### config.mk
export PLATFORM = sky130hd
export DESIGN_NAME = tok_rx
export DESIGN_NICKNAME = d
export VERILOG_FILES = /design/src/rtl/tok_rx_pkg.sv /design/src/rtl/tok_rx_nrzi.sv /design/src/rtl/tok_rx_crc5.sv /design/src/rtl/tok_rx.sv
export SDC_FILE = /design/constraint.sdc
export NUM_CORES = 1
export LEC_CHECK = 0
export ABC_AREA = 1
export BUFFER_PORTS_ARGS = -buffer_cell sky130_fd_sc_hd__clkbuf_2
export CAP_MARGIN = 10
export CORE_MARGIN = 2
export CORE_UTILIZATION = 36
export CTS_BUF_LIST = sky130_fd_sc_hd__clkbuf_4 sky130_fd_sc_hd__clkbuf_8
export DETAILED_ROUTE_END_ITERATION = 7
export GPL_TIMING_DRIVEN = 1
export PLACE_DENSITY_LB_ADDON = 0.25
export SETUP_SLACK_MARGIN = 0.15
export SLEW_MARGIN = 10
export SYNTH_ARGS = -nofsm -noshare
export SYNTH_HDL_FRONTEND = slang
export SYNTH_SLANG_ARGS = --single-unit
### constraint.sdc
create_clock -name clk_i -period 1.7 [get_ports clk_i]
set_clock_uncertainty 0.1 [all_clocks]
set_input_delay 0 -clock clk_i [delete_from_list [all_inputs] [get_ports clk_i]]
set_output_delay 0 -clock clk_i [all_outputs]
set_load 0.005 [all_outputs]
### src/rtl/tok_rx_pkg.sv
package tok_rx_pkg;
  localparam int unsigned CRC_W = 5;
  localparam logic [CRC_W-1:0] CRC_POLY  = 5'b00101;
  localparam logic [CRC_W-1:0] CRC_INIT  = 5'b11111;
  localparam logic [CRC_W-1:0] CRC_RESID = 5'b01100;
endpackage

### src/rtl/tok_rx_nrzi.sv
module tok_rx_nrzi #(
  parameter int unsigned STUFF_RUN = 6
) (
  input  logic clk_i,
  input  logic rst_ni,
  input  logic stb_i,
  input  logic sop_i,
  input  logic active_i,
  input  logic line_i,
  output logic bit_vld_o,
  output logic bit_o
);
  localparam int unsigned RUN_W = $clog2(STUFF_RUN + 1);
  localparam logic [RUN_W-1:0] RUN_MAX = RUN_W'(STUFF_RUN);

  logic             prev_q;
  logic [RUN_W-1:0] ones_q;
  logic             take, stuff;

  assign take      = stb_i & active_i & ~sop_i;
  assign stuff     = (ones_q == RUN_MAX);
  assign bit_o     = (line_i == prev_q);
  assign bit_vld_o = take & ~stuff;

  always_ff @(posedge clk_i or negedge rst_ni) begin
    if (!rst_ni) begin
      prev_q <= 1'b1;
      ones_q <= '0;
    end else if (sop_i) begin
      prev_q <= line_i;
      ones_q <= '0;
    end else if (take) begin
      prev_q <= line_i;
      if (stuff)      ones_q <= '0;
      else if (bit_o) ones_q <= ones_q + 1'b1;
      else            ones_q <= '0;
    end
  end


  ones_bound_chk: assert property (@(posedge clk_i) disable iff (!rst_ni)
    ones_q <= RUN_MAX);

  stuff_drop_chk: assert property (@(posedge clk_i) disable iff (!rst_ni)
    (take && ones_q == RUN_MAX) |=> (ones_q == '0));
endmodule

### src/rtl/tok_rx_crc5.sv
module tok_rx_crc5
  import tok_rx_pkg::*;
(
  input  logic             clk_i,
  input  logic             rst_ni,
  input  logic             clr_i,
  input  logic             en_i,
  input  logic             d_i,
  output logic [CRC_W-1:0] res_o
);
  logic fb;
  assign fb = res_o[CRC_W-1] ^ d_i;

  always_ff @(posedge clk_i or negedge rst_ni) begin
    if (!rst_ni)   res_o <= CRC_INIT;
    else if (clr_i) res_o <= CRC_INIT;
    else if (en_i)  res_o <= {res_o[CRC_W-2:0], 1'b0} ^ (fb ? CRC_POLY : '0);
  end


  crc_preset_chk: assert property (@(posedge clk_i) disable iff (!rst_ni)
    clr_i |=> (res_o == CRC_INIT));
endmodule

### src/rtl/tok_rx.sv
module tok_rx
  import tok_rx_pkg::*;
#(
  parameter int unsigned PID_W     = 8,
  parameter int unsigned ADDR_W    = 7,
  parameter int unsigned ENDP_W    = 4,
  parameter int unsigned STUFF_RUN = 6
) (
  input  logic              clk_i,
  input  logic              rst_ni,
  input  logic              bit_stb_i,
  input  logic              line_i,
  input  logic              sop_i,
  input  logic              eop_i,
  output logic              pkt_vld_o,
  output logic [PID_W/2-1:0] pid_type_o,
  output logic [ADDR_W-1:0] addr_o,
  output logic [ENDP_W-1:0] endp_o,
  output logic              pid_err_o,
  output logic              crc_err_o,
  output logic              len_err_o
);
  localparam int unsigned TYP_W    = PID_W / 2;
  localparam int unsigned HDR_BITS = PID_W + ADDR_W + ENDP_W;
  localparam int unsigned PKT_BITS = HDR_BITS + CRC_W;
  localparam int unsigned CNT_W    = $clog2(PKT_BITS + 2);
  localparam logic [CNT_W-1:0] PID_END = CNT_W'(PID_W);
  localparam logic [CNT_W-1:0] HDR_END = CNT_W'(HDR_BITS);
  localparam logic [CNT_W-1:0] PKT_LEN = CNT_W'(PKT_BITS);
  localparam logic [CNT_W-1:0] CNT_SAT = CNT_W'(PKT_BITS + 1);

  logic                active_q;
  logic [CNT_W-1:0]    cnt_q;
  logic [HDR_BITS-1:0] hdr_q;
  logic                dbit_vld, dbit;
  logic                crc_en;
  logic [CRC_W-1:0]    crc_res;
  logic                eop_act;

  tok_rx_nrzi #(.STUFF_RUN(STUFF_RUN)) u_nrzi (
    .clk_i    (clk_i),
    .rst_ni   (rst_ni),
    .stb_i    (bit_stb_i),
    .sop_i    (sop_i),
    .active_i (active_q),
    .line_i   (line_i),
    .bit_vld_o(dbit_vld),
    .bit_o    (dbit)
  );

  assign crc_en = dbit_vld && (cnt_q >= PID_END) && (cnt_q < PKT_LEN);

  tok_rx_crc5 u_crc (
    .clk_i (clk_i),
    .rst_ni(rst_ni),
    .clr_i (sop_i),
    .en_i  (crc_en),
    .d_i   (dbit),
    .res_o (crc_res)
  );

  assign eop_act = eop_i & active_q & ~sop_i;

  always_ff @(posedge clk_i or negedge rst_ni) begin
    if (!rst_ni) begin
      active_q <= 1'b0;
      cnt_q    <= '0;
      hdr_q    <= '0;
    end else if (sop_i) begin
      active_q <= 1'b1;
      cnt_q    <= '0;
    end else if (eop_act) begin
      active_q <= 1'b0;
    end else if (dbit_vld) begin
      if (cnt_q != CNT_SAT) cnt_q <= cnt_q + 1'b1;
      if (cnt_q < HDR_END)  hdr_q <= {dbit, hdr_q[HDR_BITS-1:1]};
    end
  end

  always_ff @(posedge clk_i or negedge rst_ni) begin
    if (!rst_ni) begin
      pkt_vld_o  <= 1'b0;
      len_err_o  <= 1'b0;
      pid_err_o  <= 1'b0;
      crc_err_o  <= 1'b0;
      pid_type_o <= '0;
      addr_o     <= '0;
      endp_o     <= '0;
    end else begin
      pkt_vld_o <= 1'b0;
      len_err_o <= 1'b0;
      pid_err_o <= 1'b0;
      crc_err_o <= 1'b0;
      if (eop_act) begin
        if (cnt_q == PKT_LEN) begin
          pkt_vld_o  <= 1'b1;
          pid_type_o <= hdr_q[TYP_W-1:0];
          addr_o     <= hdr_q[PID_W +: ADDR_W];
          endp_o     <= hdr_q[PID_W+ADDR_W +: ENDP_W];
          pid_err_o  <= (hdr_q[TYP_W +: TYP_W] != ~hdr_q[TYP_W-1:0]);
          crc_err_o  <= (crc_res != CRC_RESID);
        end else begin
          len_err_o <= 1'b1;
        end
      end
    end
  end


  vld_pulse_chk: assert property (@(posedge clk_i) disable iff (!rst_ni)
    pkt_vld_o |=> !pkt_vld_o);

  vld_after_eop_chk: assert property (@(posedge clk_i) disable iff (!rst_ni)
    (pkt_vld_o || len_err_o) |-> $past(eop_i));

  vld_len_excl_chk: assert property (@(posedge clk_i) disable iff (!rst_ni)
    !(pkt_vld_o && len_err_o));

  flag_qual_chk: assert property (@(posedge clk_i) disable iff (!rst_ni)
    (pid_err_o || crc_err_o) |-> pkt_vld_o);

  idle_quiet_chk: assert property (@(posedge clk_i) disable iff (!rst_ni)
    (!active_q && !sop_i) |=> (!pkt_vld_o && !len_err_o));
endmodule

==> results.md <==
* Finished Cell Area at 3020 µm²
* ANT cells at 0
* Worst slew pin tran at 0.276 ns
* I/O pin cnt at 25
* Setup TNS at 0 ns
* Post-layout util at 0.470
* Buffers on Ports at 24
* Final Hold Viols at 0
* Syn_nets at 271
* Yosys warnings at 0
* Synth Instances at 260
* Cell variety after synth at 24
* Final period utilization at 0.912
* Std cell rows at 29
* Status: complete, but fails checks
* Area Overhead vs Synth at 25.3%
* Async S/R FF share, synth at 1.00
* Drt drc at 4
* Via Count at 1782
* Nets at 318
* Via density per instance at 4.63
* Initial DRT Pass Iterations at 8
* Clk buf depth at 2
* Mean Syn Cell Area at 9.28 µm²
* Iter 0 DRT Violations at 79
* Critical Path End Type: flop
* Largest net degree at the start of global routing at 54
* Placed wire-length estimate at 2870 µm
* Ranking of synthesized cells by area: dfrtp_1 49%, nand2_1 12%, dfstp_2 6.5%, o21ai_2 5.1%, o21ai_0 5.0%
* DP Area at 2610 µm²
* Synth top area share at 0.488
* Synth area leader: dfrtp_1
* Die area at 7370 µm²
* Fillers at 635
* Failing checks: DRC
* CTS root buffer: clkbuf_8
* Leak at 1.50 nW
* Yosys reg bits at 53
* CTS tree: yes
* Initial antenna violation count at 0
* Final ANT Viol Nets at 0
* Fraction of layout instances using a drive strength above 1 at 0.308
* CTS Buf Count at 5
* RSZ-0062 raised after global routing: yes
* Synthesized area at 2410 µm²
* Htree depth at 2
* CP Launch Type: flop
* CP arrival at 1.65 ns
* Sequential cell area fraction in the yosys report at 0.553
* HP Class: in -> async
* Max-Cap Viols at 0
* Minimum clock period at 1.55 ns
* Overflow after GRT at 0
* Skew-Pair Late Insertion Delay at 0.31 ns
* Rel. slew slack at 0.815
* Most frequent cells after synthesis: 76 x nand2_1, 47 x dfrtp_1, 32 x inv_1, 24 x o21ai_0, 16 x nand3_1
* Pwr Density at 852 nW/µm²
* Setup Viol. Count Final at 0
* Vias in the first global route at 1704
* Number of flops mapped to enable cells by yosys at 0
* CP Max Fanout at 8
* Count leader, synth: nand2_1
* CTS sink count at 53
* Starting Density at 0.376
* Gpl congestion at 0.772
* Setup CP Type: reg -> reg
* VDD IR max at 0.458 mV
* Tot GR Track Use at 0.131
* Power, Total at 2.57 mW
* Storage cell area at 1330 µm²
* DRT Wirelength at 4700 µm
* First-pass GRT wire length at 7690 µm
* Floorplan core area at 6420 µm²
* Die height at 85.9 µm
* Multi-input gate area at 1020 µm²
* WL/cell at 12.2 µm
* Max Clock Freq at 645 MHz
* Worst-path clk slew at 0.10 ns
* Top_reg_cell synth: dfrtp_1
* Pins Over Slew Limit at 0
* Die Wd at 85.9 µm
* Critical path data required time at 1.80 ns
-- power breakdown --
part	switching [mW]	internal [mW]
Sequential	0.0652	1.36
Combinational	0.242	0.170
Clock	0.429	0.311
Total	0.736	1.84
-- placed cells by master, fill, tap and decap left out, types with 4 or more instances in the layout --
cell | Yosys | layout
dfstp_2 | 6 | 6
ha_1 | 5 | 4
nand2_2 | 0 | 18
clkbuf_2 | 0 | 24
dlygate4sd3_1 | 0 | 9
o21ai_0 | 24 | 23
nand3_1 | 16 | 15
inv_1 | 32 | 31
xnor2_1 | 5 | 5
nand2_1 | 76 | 57
buf_4 | 0 | 5
nor2_1 | 8 | 8
dfrtp_1 | 47 | 47
clkbuf_8 | 0 | 5
o21ai_2 | 14 | 14
nand2_8 | 0 | 4
-- cell families (layout without fill, tap and decap cells) --
| family | count (synthesis) | count (layout) | share of synthesized area |
|---|---|---|---|
| AOI/OAI and AO/OA | 43 | 43 | 0.112 |
| xor gates and xnor gates | 8 | 8 | 0.0290 |
| adders and majority gates | 5 | 5 | 0.0259 |
| buffers and inverters | 42 | 87 | 0.0794 |
| DFF | 53 | 53 | 0.553 |
| and+or+nand+nor | 109 | 112 | 0.201 |
-- state kept, by name, indices dropped and copies added (netlist names), 3 cells and up --
| register | count |
|---|---|
| addr_o | 7 |
| pid_type_o | 4 |
| u_nrzi.ones_q | 3 |
| u_crc.res_o | 5 |
| cnt_q | 5 |
| hdr_q | 19 |
| endp_o | 4 |
-- repair_timing --
item                                    4_1_cts  5_1_grt
cloned                                        1        2
endpoints found under the setup margin       20       46
setup buffers                                 0        6
endpoints found under the hold margin        62        0
hold buffers                                 10        0
pin swaps                                     0        5
gates resized for setup                       3       31
-- worst paths after layout --
check                      cells past startpoint                    endpoint  slack, ns                         start
min                                            3         pkt_vld_o$_DFF_PN0_       0.12                        rst_ni
max                                            9        hdr_q[9]$_DFFE_PN0P_       0.15  u_nrzi.ones_q[0]$_DFFE_PN0P_
min in group clk_i                             3        active_q$_DFFE_PN0P_       0.34                         eop_i
max reg2reg                                    9        hdr_q[9]$_DFFE_PN0P_       0.15  u_nrzi.ones_q[0]$_DFFE_PN0P_
min reg2reg                                    2  u_crc.res_o[0]$_DFFE_PN1P_       0.39    u_crc.res_o[0]$_DFFE_PN1P_
max in group asynchronous                      3  u_crc.res_o[2]$_DFFE_PN1P_       1.08                        rst_ni
-- through the flow --
stage,cells,hold WS (ns),setup slack (ns)
6_report,385,0.119,0.150
5_1_grt,385,0.155,0.0783
4_1_cts,377,0.135,0.154
3_5_place_dp,358,-0.0770,0.0693
3_3_place_gp,358,-0.0722,0.105
2_1_floorplan,260,-0.396,0.225
-- worst max-delay path, stage by stage (launching register included) --
cell and delay (ns):
dfrtp_1 0.37, inv_2 0.05, ha_2 0.18, nand2_2 0.09, nand3_4 0.12, nor2_8 0.17
buf_12 0.15, nand2_8 0.09, nand2_2 0.09, o21ai_2 0.05
-- area by class of cell --
class / count / share of cell area
sequential: 53 / 0.441
tap: 77 / 0.0319
inverter: 35 / 0.0443
clock inverter: 2 / 0.00455
clock buffer: 6 / 0.0253
multi-input combinational: 168 / 0.338
timing repair buffer: 44 / 0.115
-- per-layer routing --
metal | wire length (µm) | vias up | global-route usage
li1 | - | 917 | -
met1 | 2300 | 833 | 0.184
met2 | 2200 | 26 | 0.204
met3 | 153 | 6 | 0.0327
met4 | 48 | 0 | 0.0346
met5 | 0 | - | 0
No activity file was read; power rests on OpenSTA's default activity.
